**src/rtl/dtlb_pkg.sv**
```systemverilog
package dtlb_pkg;
   // width of a way number; a single-way table still gets one bit
   function automatic int wbits(input int n);
      return (n > 1) ? $clog2(n) : 1;
   endfunction

   function automatic bit is_pow2(input int n);
      return (n > 0) && ((n & (n - 1)) == 0);
   endfunction
endpackage

```
**src/rtl/dtlb_plru_tree.sv**
```systemverilog
module dtlb_plru_tree import dtlb_pkg::*; #(
   parameter int WAYS = 4,
   localparam int WB = wbits(WAYS)
) (
   input  logic          clk,
   input  logic          rst,
   input  logic          acc_en,
   input  logic [WB-1:0] acc_way,
   output logic [WB-1:0] victim
);
   localparam int LG    = $clog2(WAYS);
   localparam int NODES = WAYS - 1;

   if (WAYS < 2 || !is_pow2(WAYS)) begin : g_bad
      $error("tree tracker needs a power-of-two way count of at least 2");
   end

   logic [NODES-1:0] node, node_nxt;

   // point every node on the accessed path away from the accessed way
   always_comb begin
      int n;
      node_nxt = node;
      n = 0;
      for (int l = 0; l < LG; l++) begin
         node_nxt[n] = ~acc_way[LG-1-l];
         n = 2 * n + 1 + int'(acc_way[LG-1-l]);
      end
   end

   always_ff @(posedge clk) begin
      if (rst)         node <= '0;
      else if (acc_en) node <= node_nxt;
   end

   // walk from the root following node bits
   always_comb begin
      int n;
      victim = '0;
      n = 0;
      for (int l = 0; l < LG; l++) begin
         victim[LG-1-l] = node[n];
         n = 2 * n + 1 + int'(node[n]);
      end
   end

   // right after an access the tracker never names the way just used
   assert_victim_moves_R7: assert property (@(posedge clk) disable iff (rst)
      acc_en |=> (victim != $past(acc_way)));
endmodule

```
**src/rtl/dtlb_way_store.sv**
```systemverilog
module dtlb_way_store import dtlb_pkg::*; #(
   parameter int SETS  = 4,
   parameter int WAYS  = 4,
   parameter int TAG_W = 18,
   parameter int PTE_W = 16,
   localparam int SB = $clog2(SETS),
   localparam int WB = wbits(WAYS)
) (
   input  logic               clk,
   input  logic               rst,
   input  logic               stall,
   input  logic [SB-1:0]      rd_idx,
   input  logic [TAG_W-1:0]   req_tag,
   input  logic               inval,
   input  logic               wr_en,
   input  logic [WB-1:0]      wr_way,
   input  logic [PTE_W-1:0]   wr_pte,
   output logic [WAYS-1:0]    q_valid,
   output logic [WAYS*TAG_W-1:0] q_tag,
   output logic [WAYS*PTE_W-1:0] q_pte,
   output logic [SB-1:0]      q_idx,
   output logic [TAG_W-1:0]   q_req_tag
);
   logic [WAYS-1:0]  vld     [SETS];
   logic [TAG_W-1:0] tag_mem [SETS][WAYS];
   logic [PTE_W-1:0] pte_mem [SETS][WAYS];

   // gives invalidate priority over a load in the same cycle
   always_ff @(posedge clk) begin
      if (rst || inval) begin
         for (int s = 0; s < SETS; s++) vld[s] <= '0;
      end else if (wr_en) begin
         vld[rd_idx][wr_way] <= 1'b1;
      end
   end

   always_ff @(posedge clk) begin
      if (!rst && !inval && wr_en) begin
         tag_mem[rd_idx][wr_way] <= req_tag;
         pte_mem[rd_idx][wr_way] <= wr_pte;
      end
   end

   // one register stage from index to way outputs, held while stalled
   always_ff @(posedge clk) begin
      if (rst) begin
         q_valid   <= '0;
         q_tag     <= '0;
         q_pte     <= '0;
         q_idx     <= '0;
         q_req_tag <= '0;
      end else if (!stall) begin
         q_valid   <= vld[rd_idx];
         q_idx     <= rd_idx;
         q_req_tag <= req_tag;
         for (int w = 0; w < WAYS; w++) begin
            q_tag[w*TAG_W +: TAG_W] <= tag_mem[rd_idx][w];
            q_pte[w*PTE_W +: PTE_W] <= pte_mem[rd_idx][w];
         end
      end
   end

   // checker state for the load property
   logic [SETS*WAYS-1:0] vld_flat;
   logic [SB-1:0]        chk_idx;
   logic [WB-1:0]        chk_way;
   logic [TAG_W-1:0]     chk_tag;
   always_comb for (int s = 0; s < SETS; s++) vld_flat[s*WAYS +: WAYS] = vld[s];
   always_ff @(posedge clk) begin
      chk_idx <= rd_idx;
      chk_way <= wr_way;
      chk_tag <= req_tag;
   end

   assert_hold_on_stall_R4: assert property (@(posedge clk) disable iff (rst)
      stall |=> ($stable(q_valid) && $stable(q_tag) && $stable(q_pte) && $stable(q_req_tag)));

   assert_inval_clears_R9: assert property (@(posedge clk) disable iff (rst)
      inval |=> (vld_flat == '0));

   assert_load_lands_R8: assert property (@(posedge clk) disable iff (rst)
      (wr_en && !inval) |=> (vld[chk_idx][chk_way] && (tag_mem[chk_idx][chk_way] == chk_tag)));
endmodule

```
**src/rtl/dtlb_hit_match.sv**
```systemverilog
module dtlb_hit_match import dtlb_pkg::*; #(
   parameter int WAYS  = 4,
   parameter int TAG_W = 18,
   parameter int PTE_W = 16,
   localparam int WB = wbits(WAYS)
) (
   input  logic                  clk,
   input  logic                  rst,
   input  logic [WAYS-1:0]       q_valid,
   input  logic [WAYS*TAG_W-1:0] q_tag,
   input  logic [WAYS*PTE_W-1:0] q_pte,
   input  logic [TAG_W-1:0]      req_tag,
   output logic                  hit,
   output logic [WB-1:0]         hit_way,
   output logic [PTE_W-1:0]      hit_pte
);
   logic [WAYS-1:0] match;

   always_comb begin
      hit_way = '0;
      hit_pte = '0;
      for (int w = 0; w < WAYS; w++) begin
         match[w] = q_valid[w] && (q_tag[w*TAG_W +: TAG_W] == req_tag);
         if (match[w]) begin
            hit_way = hit_way | WB'(w);
            hit_pte = hit_pte | q_pte[w*PTE_W +: PTE_W];
         end
      end
      hit = |match;
   end

   assert_single_match_R5: assert property (@(posedge clk) disable iff (rst)
      $onehot0(match));

   assert_hit_is_valid_R5: assert property (@(posedge clk) disable iff (rst)
      hit |-> q_valid[hit_way]);
endmodule

```
**src/rtl/dtlb_set_assoc.sv**
```systemverilog
module dtlb_set_assoc import dtlb_pkg::*; #(
   parameter int ADDR_W     = 32,
   parameter int PAGE_SHIFT = 12,
   parameter int SETS       = 4,
   parameter int WAYS       = 4,
   parameter int PTE_W      = 16,
   localparam int SB    = $clog2(SETS),
   localparam int TAG_W = ADDR_W - PAGE_SHIFT - SB,
   localparam int WB    = wbits(WAYS)
) (
   input  logic                  clk,
   input  logic                  rst,
   input  logic                  mmu_valid,
   input  logic [ADDR_W-1:0]     mmu_addr,
   input  logic [ADDR_W-1:0]     ls_addr,
   input  logic                  stall,
   input  logic                  load_en,
   input  logic [PTE_W-1:0]      load_pte,
   input  logic                  inval_all,
   output logic [WAYS-1:0]       way_valid_q,
   output logic [WAYS*TAG_W-1:0] way_tag_q,
   output logic [WAYS*PTE_W-1:0] way_pte_q,
   output logic                  hit,
   output logic [WB-1:0]         hit_way,
   output logic [PTE_W-1:0]      hit_pte,
   output logic [WB-1:0]         victim_way
);
   if (SETS < 2 || !is_pow2(SETS)) begin : g_bad_sets
      $error("set count must be a power of two of at least 2");
   end
   if (!is_pow2(WAYS)) begin : g_bad_ways
      $error("way count must be a power of two");
   end
   if (TAG_W < 1) begin : g_bad_tag
      $error("address leaves no tag bits above the index");
   end

   // index and tag are formed in the request cycle, no register in between
   logic [SB-1:0]    req_idx;
   logic [TAG_W-1:0] req_tag;
   assign req_idx = mmu_valid ? mmu_addr[PAGE_SHIFT +: SB] : ls_addr[PAGE_SHIFT +: SB];
   assign req_tag = mmu_valid ? mmu_addr[ADDR_W-1 -: TAG_W] : ls_addr[ADDR_W-1 -: TAG_W];

   logic [SB-1:0]    q_idx;
   logic [TAG_W-1:0] q_req_tag;

   dtlb_way_store #(.SETS(SETS), .WAYS(WAYS), .TAG_W(TAG_W), .PTE_W(PTE_W)) u_store (
      .clk       (clk),
      .rst       (rst),
      .stall     (stall),
      .rd_idx    (req_idx),
      .req_tag   (req_tag),
      .inval     (inval_all),
      .wr_en     (load_en),
      .wr_way    (victim_way),
      .wr_pte    (load_pte),
      .q_valid   (way_valid_q),
      .q_tag     (way_tag_q),
      .q_pte     (way_pte_q),
      .q_idx     (q_idx),
      .q_req_tag (q_req_tag)
   );

   dtlb_hit_match #(.WAYS(WAYS), .TAG_W(TAG_W), .PTE_W(PTE_W)) u_match (
      .clk     (clk),
      .rst     (rst),
      .q_valid (way_valid_q),
      .q_tag   (way_tag_q),
      .q_pte   (way_pte_q),
      .req_tag (q_req_tag),
      .hit     (hit),
      .hit_way (hit_way),
      .hit_pte (hit_pte)
   );

   // registered hit feeds the trackers one edge later
   logic          hit_q;
   logic [WB-1:0] hit_way_q;
   logic [SB-1:0] hit_idx_q;
   always_ff @(posedge clk) begin
      if (rst) begin
         hit_q     <= 1'b0;
         hit_way_q <= '0;
         hit_idx_q <= '0;
      end else begin
         hit_q     <= hit;
         hit_way_q <= hit_way;
         hit_idx_q <= q_idx;
      end
   end

   if (WAYS > 1) begin : g_plru
      logic [WB-1:0] vic [SETS];
      for (genvar s = 0; s < SETS; s++) begin : g_set
         logic upd;
         assign upd = hit_q && (hit_idx_q == SB'(s));
         dtlb_plru_tree #(.WAYS(WAYS)) u_tree (
            .clk    (clk),
            .rst    (rst),
            .acc_en (upd),
            .acc_way(hit_way_q),
            .victim (vic[s])
         );
      end
      assign victim_way = vic[req_idx];
   end else begin : g_one_way
      assign victim_way = '0;
   end
endmodule

```
**config.mk**
```make
export PLATFORM = sky130hd
export DESIGN_NAME = dtlb_set_assoc
export DESIGN_NICKNAME = d
export VERILOG_FILES = /design/src/rtl/dtlb_pkg.sv /design/src/rtl/dtlb_plru_tree.sv /design/src/rtl/dtlb_way_store.sv /design/src/rtl/dtlb_hit_match.sv /design/src/rtl/dtlb_set_assoc.sv
export SDC_FILE = /design/constraint.sdc
export NUM_CORES = 1
export LEC_CHECK = 0
export BUFFER_PORTS_ARGS = -buffer_cell sky130_fd_sc_hd__buf_2
export CAP_MARGIN = 20
export CORE_MARGIN = 2
export CORE_UTILIZATION = 40
export CTS_CLUSTER_SIZE = 16
export DETAILED_ROUTE_END_ITERATION = 10
export GPL_TIMING_DRIVEN = 0
export HOLD_SLACK_MARGIN = 0.08
export PLACE_DENSITY = 0.53
export SYNTH_ARGS = -nofsm -noshare
export SYNTH_HDL_FRONTEND = slang
export SYNTH_SLANG_ARGS = --single-unit
```
**constraint.sdc**
```tcl
create_clock -name clk -period 8.5 [get_ports clk]
set_clock_uncertainty 0.15 [all_clocks]
set_input_delay 1.7 -clock clk [delete_from_list [all_inputs] [get_ports clk]]
set_output_delay 1.7 -clock clk [all_outputs]
set_load 0.005 [all_outputs]
```
* After elaboration in Yosys (flattened, before gate mapping) *
Memory sizes are Yosys's and may differ from the RTL's. A register that Yosys moved wholly into a read port is not among the register bits.
Cells that the tools add are included.

word-level totals
  memory bits (writable) = 560
  bits in read-only memories = 0
  output and inout bits = 161
  bits in latches = 0
  memories kept = 3
  register bits after elaboration = 37

memories
  memory           depth  bits a word  read ports  clocked after memory_dff  write ports  RTL line              text
  u_store.tag_mem  4      72           1           1                         1            dtlb_way_store.sv:25  logic [TAG_W-1:0] tag_mem [SETS][WAYS];
  u_store.pte_mem  4      64           1           1                         1            dtlb_way_store.sv:26  logic [PTE_W-1:0] pte_mem [SETS][WAYS];
  u_store.vld      4      4            1           1                         4            dtlb_way_store.sv:24  logic [WAYS-1:0] vld [SETS];

operators by class
  magnitude comparators = 11
  multipliers = 0
  reduce and logical (&&, ||, !) cells = 22
  shift operators = 0
  eq/ne operators = 7
  add/subtract/negate cells = 5
  bitwise logic cells = 7
  div/mod/pow operators = 0
  mux-type cells = 47

operators with widths
  cell                                                                                  count
  32-bit by 4-bit less-than comparator with 1-bit output (second input constant)        5
  16-bit 2-to-1 mux                                                                     5
  18-bit == test                                                                        4
  72-bit 2-to-1 mux                                                                     1
  64-bit 2-to-1 mux                                                                     1
  16-bit bitwise OR                                                                     3
  18-bit demux with 2-bit select                                                        1
  18-bit 2-to-1 mux                                                                     2
  16-bit demux with 2-bit select                                                        1
  1-bit 2-to-1 mux                                                                      16
  1-bit logical AND                                                                     13
  3-bit bitwise mux                                                                     4
  2-bit 2-to-1 mux                                                                      6
  4-bit 2-to-1 mux                                                                      3
  1-bit by 1-bit adder with 2-bit output (first input constant)                         5
  1-bit binary-select mux with 2-bit select                                             4
  4-bit OR reduction                                                                    2
  3-bit greater-or-equal comparator (second input constant)                             2
  2-bit inverter with 3-bit output                                                      2
  1-bit logical NOT                                                                     5
  2-bit binary-select mux with 2-bit select                                             1
  1-bit demux with 2-bit select                                                         2
  2-bit == test (second input constant)                                                 2
  2-bit by 1-bit greater-or-equal comparator with 1-bit output (second input constant)  2
  6 further kinds                                                                       7

* Logic depth before layout (Yosys ltp) *
Gate-level depths: netlist of the first run.

  depth in word-level cells = 14
  depth in mapped cells = 9
  depth with buffers taken out = 5

* By module *
From an unflattened synthesis of the first run, not the netlist that was laid out.

unflattened totals
  cell total of the unflattened synthesis = 1964
  area, all modules = 28386.0 sq um

modules (own cells, without submodules)
  module          times used  sequential area each (sq um)  cells each  area an instance (sq um)
  dtlb_way_store  1           20019.2                       1661        25824.8
  dtlb_hit_match  1           0.0                           202         1540.2
  dtlb_plru_tree  4           60.1                          14          132.6
  dtlb_set_assoc  1           100.1                         45          490.5

* Worst setup path before layout of the first run *
No wires, ideal clock.

  path type = input -> register
  start = input port mmu_valid
  end = memory u_store.pte_mem[1][48] (netlist bit), enable pin
  library setup time = 0.475 ns
  setup slack = 2.422 ns
  arrival = 5.453 ns
  path buffers = 2
  stages on the path = 5
  path through = mux2i_1 > mux4_2 > buf_2 > buf_2 > nor3b_1

on the way
  cells in the longest elaborated chain, start to end = 11
  elaborated cells between the ends (all ways) = 12
  those cells by class = order compare: 2; mux: 7; bitwise: 2; reduce/logical: 1

ends and longest elaborated chain
  element                                                                                                                           RTL line               text
  start, declared                                                                                                                   dtlb_set_assoc.sv:13   input logic mmu_valid,
  2-bit 2-to-1 mux *                                                                                                                dtlb_set_assoc.sv:41   assign req_idx = mmu_valid ? mmu_addr[PAGE_SHIFT +: SB] : ls_addr[PAGE_SHIFT +: SB];
  2-bit inverter with 3-bit output (implied by the code) *                                                                          dtlb_set_assoc.sv:105  assign victim_way = vic[req_idx];
  2-bit binary-select mux with 2-bit select *                                                                                       dtlb_set_assoc.sv:105
  2-bit 2-to-1 mux (implied by the code) * (2 in a row)                                                                             dtlb_set_assoc.sv:105
  net victim_way[1]                                                                                                                 dtlb_set_assoc.sv:26   output logic [WB-1:0] victim_way
  2-bit inverter with 3-bit output (implied by the code) *                                                                          dtlb_way_store.sv:40   pte_mem[rd_idx][wr_way] <= wr_pte;
  3-bit greater-or-equal comparator (implied by the code) or 3-bit by 1-bit less-than comparator with 1-bit output (tied branches)  dtlb_way_store.sv:40
  1-bit logical AND (implied by the code)                                                                                           dtlb_way_store.sv:40
  16-bit 2-to-1 mux (implied by the code)                                                                                           dtlb_way_store.sv:40
  16-bit demux with 2-bit select *                                                                                                  dtlb_way_store.sv:40
  64-bit 2-to-1 mux (implied by the code) *                                                                                         dtlb_way_store.sv:40
  end, declared                                                                                                                     dtlb_way_store.sv:26

Mark *: on every way through the listed nets, which the timed path passes. The rest lies on a longest branch. The select of a mux whose other input is x is not followed.

* Worst setup path in the final report of the first run *
  start = register u_store.q_req_tag[16]
  end = output port hit_pte[12]

on the way
  cells in the longest elaborated chain, start to end = 9
  elaborated cells between the ends (all ways) = 15
  those cells by class = eq/ne: 4; mux: 4; bitwise: 3; reduce/logical: 4

ends and longest elaborated chain
  element                 RTL line              text
  start, declared         dtlb_way_store.sv:22  output logic [TAG_W-1:0] q_req_tag
  start signal, assigned  dtlb_way_store.sv:55  q_req_tag <= req_tag;
  18-bit == test          dtlb_hit_match.sv:23  match[w] = q_valid[w] && (q_tag[w*TAG_W +: TAG_W] == req_tag);
  1-bit logical AND       dtlb_hit_match.sv:23
  16-bit 2-to-1 mux       dtlb_hit_match.sv:24  if (match[w]) begin
  16-bit bitwise OR       dtlb_hit_match.sv:26  hit_pte = hit_pte | q_pte[w*PTE_W +: PTE_W];
  16-bit 2-to-1 mux       dtlb_hit_match.sv:24
  16-bit bitwise OR       dtlb_hit_match.sv:26
  16-bit 2-to-1 mux       dtlb_hit_match.sv:24
  16-bit bitwise OR       dtlb_hit_match.sv:26
  16-bit 2-to-1 mux *     dtlb_hit_match.sv:24
  end, declared           dtlb_set_assoc.sv:25  output logic [PTE_W-1:0] hit_pte,

Mark *: on every way between the ends. The rest lies on a longest branch, timed or not.

==> flow_summary.yaml, run 1 <==
status:
  status: "complete, no violations"
global_routing:
  grt_pass1_wl_mm: 133
  grt_use_total: 0.252
  gr-total-overflow: 0
  grt_max_degree: 26
  grt_pass1_vias: 18293
  grt_antenna_before_repair: 8
placed_design:
  dp_cells: 3176
  dp_hpwl_mm: 66.2
  pre_cts_slack_ns: 3.10
  io_buffers: 220
  gp_congestion: 0.911
sta:
  max_freq_mhz: 183
  rsz0062_at_grt: "false"
  setup_viol: 0
  tightest_slew_ns: 1.22
  hold_ws_ns: 0.323
  layout_setup_ws_ns: 3.03
  finalSetupTns_ns: 0
  finalCriticalPeriod_ns: 5.47
  period_share: 0.643
  hold_violations: 0
  report.final.slew_viol_count: 0
  slew_headroom: 0.187
die:
  die_area_um2: 73500
  core_um2: 70400
  initial_core_util: 0.406
  num_rows: 97
  ios: 247
  die_x_um: 271
  die_h_um: 271
yosys:
  ys_ff_latch: 737
  yosys_most_used_dff: "edfxtp_1"
  yosys-top-cells-area: "edfxtp_1, dfxtp_1, a222oi_1"
  syn_inst: 1978
  yosysSeqAreaShare: 0.713
  ys_types: 42
  async_flop_share: 0
  yosysWarnings: 0
  yosysTopAreaCellShare: 0.589
  synth-edff-count: 560
  syn_area_per_cell_um2: 14.4
  syn_nets: 2064
  synth_top_cell_by_area: "edfxtp_1"
  synth.cell_area_um2: 28600
detailed_routing:
  drtIter0Drc: 3104
  dr.pass1.iters: 11
  via_count: 19071
  wire_per_inst_um: 28.4
  routed_wl_mm: 94.3
  routed_via_density: 5.74
  drc: 0
  postRouteAntennaNets: 0
layout:
  fin_cells: 3321
  layout.nets: 2401
  drive_gt1_frac: 0.228
  areaGrowthSynthToFinish_pct: 18.8
clock_tree:
  cts_buffers: 76
  htreeDepth: 3
  clk_latency_ns: 0.61
  cts_hold_buf: 0
  post-cts-setup-buffers: 0
  clkSinkCount: 737
  clockBufferDepth: 3
  cts_tree: "done"
  root_buffer: "clkbuf_16"
  clk_pin_slew_ns: 0.06
  post_cts_resized: 0
run:
  cap_violations: 0
worst_setup_path:
  cp-start-kind: "flop"
  critPathMaxFanout: 10
  worstSetupPathType: "flop to primary output"
  critPathCaptureType: "primary output"
  arrival_ns: 3.62
  worstPathRequired_ns: 6.65
worst_hold_path:
  hp-class: "flop to flop"
power:
  power_leakage_uw: 0.0117
  vdd_drop_max_mv: 0.131
  power_uw: 7920
  power_density_nw_per_um2: 233
cell usage after synthesis (all sizes together), types with 5 or more instances:
cell type and count:
mux2 158, nand3 61, nand4 29, a21oi 6, nor3b 5, edfxtp 560, dfxtp 177, buf 44
xnor2 60, a211oi 12, nand2 150, and3 6, nor2b 33, o21a 124, nor2 182, inv 6
nor3 42, xor2 12, mux2i 8, clkbuf 110, a222oi 136, o21ai 26
power breakdown:
group	internal, uW	switching [uW]
Clock	1860	1380
Sequential	3940	75.8
Combinational	227	427
registers in the layout (all words and copies together) (netlist names):
| name | flops |
|---|---|
| u_store.tag_mem | 288 |
| u_store.pte_mem | 256 |
| u_store.q_tag | 72 |
| u_store.q_pte | 64 |
| u_store.q_req_tag | 18 |
| u_store.vld | 16 |
| g_plru.g_set.u_tree.node | 12 |
| u_store.q_valid | 4 |
| hit_idx_q | 2 |
| hit_way_q | 2 |
| u_store.q_idx | 2 |
| hit_q | 1 |
final timing paths:
check                                              start  depth (start not counted)                                to  slack (ns)
max                   u_store.q_req_tag[16]$_SDFFE_PP0N_                          8                       hit_pte[12]        3.03
min                        u_store.q_idx[0]$_SDFFE_PP0N_                          1           hit_idx_q[0]$_SDFF_PP0_        0.32
max reg2reg  g_plru.g_set[0].u_tree.node[0]$_SDFFE_PP0P_                          9  u_store.pte_mem[1][44]$_DFFE_PP_        5.30
min reg2reg                u_store.q_idx[0]$_SDFFE_PP0N_                          1           hit_idx_q[0]$_SDFF_PP0_        0.32
layer usage:
metal	GRT usage	vias to the layer above	part of all wire
met4	0.0664	2	0.021
met5	0	-	0.00014
met2	0.408	885	0.47
met1	0.363	9804	0.43
li1	-	8269	-
met3	0.0295	111	0.071
critical path: stages (launching register included):
cell       delay [ns]
dfxtp_1          0.31
clkbuf_1         0.40
xnor2_1          0.19
nand4_1          0.20
nor4_2           1.01
buf_2            0.40
nand3_1          0.17
o2111ai_1        0.16
buf_2            0.17
layout by cell type (no fill, tap or decap), types with 5 or more instances in the layout:
master,instances
clkbuf_1,130
a211oi_1,12
nand2_1,150
buf_4,8
inv_6,6
dfxtp_1,177
buf_2,254
nor2_1,171
o21a_1,124
buf_12,7
nor2b_1,33
clkinv_2,16
buf_6,19
nand3_1,61
mux2_2,109
a222oi_1,136
clkbuf_16,77
o21ai_0,26
clkbuf_8,7
a21oi_1,6
xor2_1,12
mux2_1,49
nor3_2,5
and3_1,6
edfxtp_1,560
inv_1,6
nand4_1,29
xnor2_1,60
buf_16,6
nor2_4,11
mux2i_1,7
buf_1,8
clkinv_1,7
nor3_1,37
kinds of logic (layout without fill, tap and decap cells):
| family | Yosys count | count (layout) | synth area share |
|---|---|---|---|
| buf+inv | 160 | 560 | 0.0230 |
| flops | 737 | 737 | 0.713 |
| other cells | 0 | 3 | 0 |
| mux | 167 | 167 | 0.0660 |
| xor+xnor | 72 | 72 | 0.0221 |
| compound gates | 321 | 321 | 0.0941 |
| simple gates | 521 | 521 | 0.0817 |
per-stage QoR:
step | util | area (um^2)
CTS | 0.482 | 33900
floorplan | - | 28600
finish | 0.482 | 33900
global placement | 0.438 | 30800
detailed placement | 0.448 | 31500
global route | 0.482 | 33900
final cells by class:
cell class                 count  area (um^2)
antenna                        3         7.51
buffer                       154          634
clock buffer                 107         2110
clock inverter                34          287
fill                        6223        36500
inverter                       6         22.5
multi-input combinational   1081         7660
sequential                   737        20400
tap                          940         1180
timing repair buffer         259         1680
No activity file was read; power rests on OpenSTA's default activity.
==> run 2, diff against run 1 <==
--- a/config.mk
+++ b/config.mk
@@ -5,6 +5,7 @@
 export SDC_FILE = /design/constraint.sdc
 export NUM_CORES = 1
 export LEC_CHECK = 0
+export ABC_AREA = 1
 export BUFFER_PORTS_ARGS = -buffer_cell sky130_fd_sc_hd__buf_2
 export CAP_MARGIN = 20
 export CORE_MARGIN = 2
@@ -13,7 +14,7 @@
 export DETAILED_ROUTE_END_ITERATION = 10
 export GPL_TIMING_DRIVEN = 0
 export HOLD_SLACK_MARGIN = 0.08
-export PLACE_DENSITY = 0.53
+export PLACE_DENSITY = 0.55
 export SYNTH_ARGS = -nofsm -noshare
 export SYNTH_HDL_FRONTEND = slang
 export SYNTH_SLANG_ARGS = --single-unit
==> constraint.sdc (replaced) <==
create_clock -name clk -period 5 [get_ports clk]
set_clock_uncertainty 0.15 [all_clocks]
set_input_delay 1 -clock clk [delete_from_list [all_inputs] [get_ports clk]]
set_output_delay 1 -clock clk [all_outputs]
set_load 0.005 [all_outputs]
==> run 2 against run 1 <==
Net effect:
- global-route usage is 0.62 points higher
- core utilization shrank 0.54 points
- final cell count grew 20%
- total power rose by 71%
- worst hold slack lost 0.038 ns
- non-clock buffer count decreased by 32
- setup slack got worse by 2.3 ns
- critical path depth rose by 4
- critical endpoint is now hit_pte[11]
- highest routed layer unchanged
==> flow_summary.yaml, run 2 <==
layout:
  areaGrowthSynthToFinish_pct: 17.9
  final_cell_mix: "nand2_1, edfxtp_1, buf_2, nor2_1, o21ai_0"
  layout.nets: 3072
  layout_commonest_cell: "nand2_1"
  fin_cells: 4000
  regMostFlops: "u_store.tag_mem"
  top_regs: "u_store.tag_mem (288), u_store.pte_mem (256), u_store.q_tag (72)"
  largest_register_ffs: 288
  drive_gt1_frac: 0.147
die:
  die_x_um: 273
  core_um2: 71500
  ios: 247
  num_rows: 98
  die_h_um: 273
  initial_core_util: 0.404
  die_area_um2: 74400
yosys:
  synth_top_cell_by_area: "edfxtp_1"
  syn_inst: 2666
  synth_most_common_cell: "nand2_1"
  yosysSeqAreaShare: 0.705
  ys_ff_latch: 737
  yosysTopAreaCellShare: 0.582
  syn_area_per_cell_um2: 10.8
  async_flop_share: 0
  synth.cell_area_um2: 28900
  syn_nets: 2752
  ys_types: 33
  yosysWarnings: 0
  yosys-top-cells-area: "edfxtp_1, dfxtp_1, nand2_1"
  synth_common_cells: "nand2_1, edfxtp_1, nor2_1"
  yosys_most_used_dff: "edfxtp_1"
  synth-edff-count: 560
worst_setup_path:
  endpoint: "hit_pte[11]"
  cp-start-kind: "flop"
  critPathMaxFanout: 10
  r2r-start: "g_plru.g_set[2].u_tree.node[0]$_SDFFE_PP0P_"
  r2r-end: "u_store.tag_mem[1][35]$_DFFE_PP_"
  critPathMostFrequentCell: "nand2_1"
  worstPathRequired_ns: 3.85
  arrival_ns: 3.14
  r2r_cells: 9
  rrSetupSlack_ns: 2.06
  worstSetupPathType: "flop to primary output"
  startpoint: "u_store.q_req_tag[9]$_SDFFE_PP0N_"
  cp_slowest_cell: "nor2_2"
  cpLargestDelayFamily: "simple AND/OR/NAND/NOR gates"
  critPathBufInv: 4
  critPathCaptureType: "primary output"
  critical_path_cell_count: 12
  crit_chain: "inv_1 -> nand2_1 -> o21ai_0 -> nor2_1 -> nand2_1 -> nor2_2 -> buf_2 -> nand4_1 -> nand2_1 -> inv_1 -> nand2_1 -> buf_2"
  max_stage_delay_ns: 0.52
sta:
  rsz0062_at_grt: "false"
  hold_violations: 0
  period_share: 0.858
  tightest_slew_ns: 1.20
  slew_headroom: 0.199
  layout_setup_ws_ns: 0.709
  setup_viol: 0
  finalSetupTns_ns: 0
  max_freq_mhz: 233
  report.final.slew_viol_count: 0
  finalCriticalPeriod_ns: 4.29
run:
  cap_violations: 0
detailed_routing:
  via_count: 21308
  postRouteAntennaNets: 0
  routed_wl_mm: 97.5
  dr.pass1.iters: 6
  wire_per_inst_um: 24.4
  drtIter0Drc: 2171
  drc: 0
  routed_via_density: 5.33
clock_tree:
  root_buffer: "clkbuf_16"
  cts_tree: "done"
  htreeDepth: 3
  clk_latency_ns: 0.62
  clkSinkCount: 737
  post-cts-setup-buffers: 0
  clockBufferDepth: 3
  clk_pin_slew_ns: 0.06
  cts_hold_buf: 0
  cts_buffers: 76
  post_cts_resized: 0
placed_design:
  gp_congestion: 0.920
  dp_hpwl_mm: 68.4
  pre_cts_slack_ns: 0.610
  io_buffers: 222
  dp_cells: 3857
status:
  status: "complete, no violations"
global_routing:
  grt_use_total: 0.259
  grt_antenna_before_repair: 3
  grt_pass1_vias: 20227
  grt_pass1_wl_mm: 138
  gr-total-overflow: 0
  grt_max_degree: 23
power:
  power_density_nw_per_um2: 397
  vdd_drop_max_mv: 0.215
  power_leakage_uw: 0.0131
worst_hold_path:
  hold_depth: 2
  hp-class: "flop to flop"
==> run 2: changes by cell type after synthesis, sizes merged, moves of 43 or more <==
cell    previous run  this run
a22oi              0        49
a222oi           136         0
o21a             124         1
nand3             61         9
a31oi              2        49
nor2             182       277
nand4             29       155
o21ai             26       206
nand2            150       795
clkbuf           110        67
xnor2             60         2
inv                6       193
mux2             158         0
==> run 2: cell families (layout without fill, tap and decap cells) <==
group / Yosys count / in the layout / synth area share
compound gates: 341 / 341 / 0.0661
other cells: 0 / 1 / 0
flops: 737 / 737 / 0.705
simple gates: 1243 / 1243 / 0.179
buf+inv: 332 / 715 / 0.0465
xor+xnor: 13 / 13 / 0.00394
==> run 2: metal layers <==
layer  GRT usage  part of all wire
met1       0.352              0.42
met2       0.413              0.46
met3      0.0448             0.080
met4       0.101             0.036
met5           0           0.00013
==> run 2: tightest hold or removal path, delay by kind of cell (launching register included) <==
family | cells | cell delay, ns
AND/OR/NAND/NOR | 1 | 0.04
buffers and inverters | 1 | 0.06
flip-flops | 1 | 0.29
==> run 2: stage by stage <==
stage | instance area [um^2] | utilization | total power, uW | hold slack [ns]
after CTS | 34000 | 0.476 | 13600 | 0.284
final | 34100 | 0.477 | 13500 | 0.285
after floorplan | 28900 | - | 7540 | 0.260
after detailed placement | 31700 | 0.443 | 8180 | 0.276
after global placement | 31200 | 0.436 | 8150 | 0.271
after global routing | 34100 | 0.477 | 13900 | 0.298
==> run 2: cell type report <==
class | count | area (um^2)
plain buffers | 139 | 617
diodes | 1 | 2.50
fillers | 6489 | 37400
inverters | 193 | 727
flip-flops and latches | 737 | 20400
well taps | 950 | 1190
clock inverters | 22 | 193
clock buffers | 119 | 2180
multi-input cells | 1597 | 7310
repair buffers | 242 | 1500
==> run 2: report_power, final <==
| group | internal [uW] | switching [uW] | total [uW] |
|---|---|---|---|
| Combinational | 325 | 822 | 1150 |
| Clock | 3120 | 2340 | 5460 |
| Sequential | 6730 | 189 | 6920 |
==> run 2: worst min path at each step <==
stage                                       start                      end
finish              u_store.q_idx[1]$_SDFFE_PP0N_  hit_idx_q[1]$_SDFF_PP0_
global placement    u_store.q_idx[0]$_SDFFE_PP0N_  hit_idx_q[0]$_SDFF_PP0_
detailed placement  u_store.q_idx[1]$_SDFFE_PP0N_  hit_idx_q[1]$_SDFF_PP0_
CTS                 u_store.q_idx[1]$_SDFFE_PP0N_  hit_idx_q[1]$_SDFF_PP0_
global route        u_store.q_idx[1]$_SDFFE_PP0N_  hit_idx_q[1]$_SDFF_PP0_
floorplan           u_store.q_idx[0]$_SDFFE_PP0N_  hit_idx_q[0]$_SDFF_PP0_
==> run 3, diff against run 2 <==
--- a/config.mk
+++ b/config.mk
@@ -5,7 +5,6 @@
 export SDC_FILE = /design/constraint.sdc
 export NUM_CORES = 1
 export LEC_CHECK = 0
-export ABC_AREA = 1
 export BUFFER_PORTS_ARGS = -buffer_cell sky130_fd_sc_hd__buf_2
 export CAP_MARGIN = 20
 export CORE_MARGIN = 2
==> run 3 against run 2 <==
Net effect:
- final area up 0.25%
- core utilization up 0.86 points
- first-iteration DRC count up 33%
- setup slack worse by 0.019 ns
- worst hold slack better by 0.047 ns
- critical path depth down 5
- final cell count down 17%
- clock-buffer cell count down 14
- via count down 11%
- non-clock buffer count up 32
- global-route usage down 1.1 points
- critical endpoint is now hit_pte[8]
- highest routed layer unchanged
==> flow_summary.yaml, run 3 (synthesis gave the netlist of run 1 again) <==
detailed_routing:
  routed_via_density: 5.72
  routed_wl_mm: 93.3
  wire_per_inst_um: 28.1
  postRouteAntennaNets: 0
  dr.pass1.iters: 9
  drtIter0Drc: 2886
  via_count: 18977
  drc: 0
sta:
  report.final.slew_viol_count: 0
  rsz0062_at_grt: "false"
  hold_ws_ns: 0.332
  finalSetupTns_ns: 0
  tightest_slew_ns: 1.11
  max_freq_mhz: 232
  setup_viol: 0
  period_share: 0.862
  layout_setup_ws_ns: 0.690
  slew_headroom: 0.260
  hold_violations: 0
  finalCriticalPeriod_ns: 4.31
worst_setup_path:
  startpoint: "u_store.q_req_tag[15]$_SDFFE_PP0N_"
  arrival_ns: 3.16
  critPathCaptureType: "primary output"
  worstSetupPathType: "flop to primary output"
  r2r-start: "g_plru.g_set[0].u_tree.node[0]$_SDFFE_PP0P_"
  critPathMaxFanout: 10
  worstPathRequired_ns: 3.85
  cp-start-kind: "flop"
layout:
  multi_input_area_um2: 7670
  fill_cells: 6175
  regMostFlops: "u_store.tag_mem"
  largest_register_ffs: 288
  layout.nets: 2401
  top_regs: "u_store.tag_mem (288), u_store.pte_mem (256), u_store.q_tag (72)"
  areaGrowthSynthToFinish_pct: 19.6
  fin_cells: 3320
  final_cell_mix: "edfxtp_1, buf_2, dfxtp_1, nor2_1, nand2_1"
  drive_gt1_frac: 0.233
  layout_commonest_cell: "edfxtp_1"
  seq_area_um2: 20400
run:
  cap_violations: 0
die:
  die_x_um: 271
  ios: 247
  die_area_um2: 73500
  core_um2: 70400
  initial_core_util: 0.406
  die_h_um: 271
  num_rows: 97
global_routing:
  grt_pass1_vias: 18379
  grt_max_degree: 23
  grt_pass1_wl_mm: 131
  grt_use_total: 0.248
  grt_antenna_before_repair: 4
  gr-total-overflow: 0
status:
  status: "complete, no violations"
placed_design:
  io_buffers: 220
  dp_hpwl_mm: 65.6
  gp_congestion: 0.897
  dp_cells: 3175
  pre_cts_slack_ns: 0.397
power:
  power_leakage_uw: 0.0118
  power_uw: 13800
  vdd_drop_max_mv: 0.178
  power_density_nw_per_um2: 404
clock_tree:
  clk_latency_ns: 0.62
  clkSinkCount: 737
  post-cts-setup-buffers: 0
  clk_pin_slew_ns: 0.06
  root_buffer: "clkbuf_16"
  post_cts_resized: 0
  cts_hold_buf: 0
  cts_tree: "done"
  cts_buffers: 76
  clockBufferDepth: 3
  htreeDepth: 3
worst_hold_path:
  min_from: "u_store.q_idx[0]$_SDFFE_PP0N_"
  hp-class: "flop to flop"
[run 3: changes by cell type in the layout (fill, tap and decap cells not counted), moves of 78 or more]
cell      delta
a222oi_1   +136
mux2_2     +109
o21ai_0    -170
inv_1      -181
o21a_1     +124
nor2_1      -78
nand4_1    -126
nand2_1    -643
[run 3: cell type report]
| cell class | instances | share of cell area |
|---|---|---|
| Antenna cell | 1 | 0.0000733 |
| Tap cell | 940 | 0.0344 |
| Multi-Input combinational cell | 1081 | 0.224 |
| Clock inverter | 37 | 0.0114 |
| Clock buffer | 105 | 0.0655 |
| Timing Repair Buffer | 259 | 0.0489 |
| Buffer | 154 | 0.0186 |
| Inverter | 6 | 0.000659 |
| Sequential cell | 737 | 0.596 |
[run 3: final timing paths]
check                                          end  slack [ns]  cells past startpoint
hold reg to reg      u_store.q_idx[0]$_SDFFE_PP0N_        0.33                      2
hold / removal       u_store.q_idx[0]$_SDFFE_PP0N_        0.33                      2
setup reg to reg  u_store.tag_mem[0][37]$_DFFE_PP_        1.91                      8
setup / recovery                        hit_pte[8]        0.69                      7
[run 3: where the power goes]
part / internal (uW) / switching, uW
Combinational: 392 / 724
Sequential: 6700 / 127
Clock: 3460 / 2400
[run 3: worst max-delay path: stages, from the launching register on]
cell and delay (ns):
dfxtp_1 0.31, clkbuf_1 0.32, xor2_1 0.13, nor3_2 0.78, clkbuf_1 0.47, nand3_1 0.25
nand4_1 0.14, buf_2 0.12
[run 3: metal layers]
| layer | GRT usage | vias to the layer above | share of wire |
|---|---|---|---|
| li1 | - | 8267 | - |
| met1 | 0.349 | 9733 | 0.43 |
| met2 | 0.395 | 847 | 0.47 |
| met3 | 0.0399 | 128 | 0.077 |
| met4 | 0.0782 | 2 | 0.028 |
| met5 | 0 | - | 0.00014 |
[run 3: through the flow]
| step | instance area (um^2) | utilization |
|---|---|---|
| global route | 34200 | 0.485 |
| finish | 34200 | 0.485 |
| floorplan | 28600 | - |
| detailed placement | 31500 | 0.448 |
| global placement | 30800 | 0.438 |
| CTS | 34100 | 0.485 |
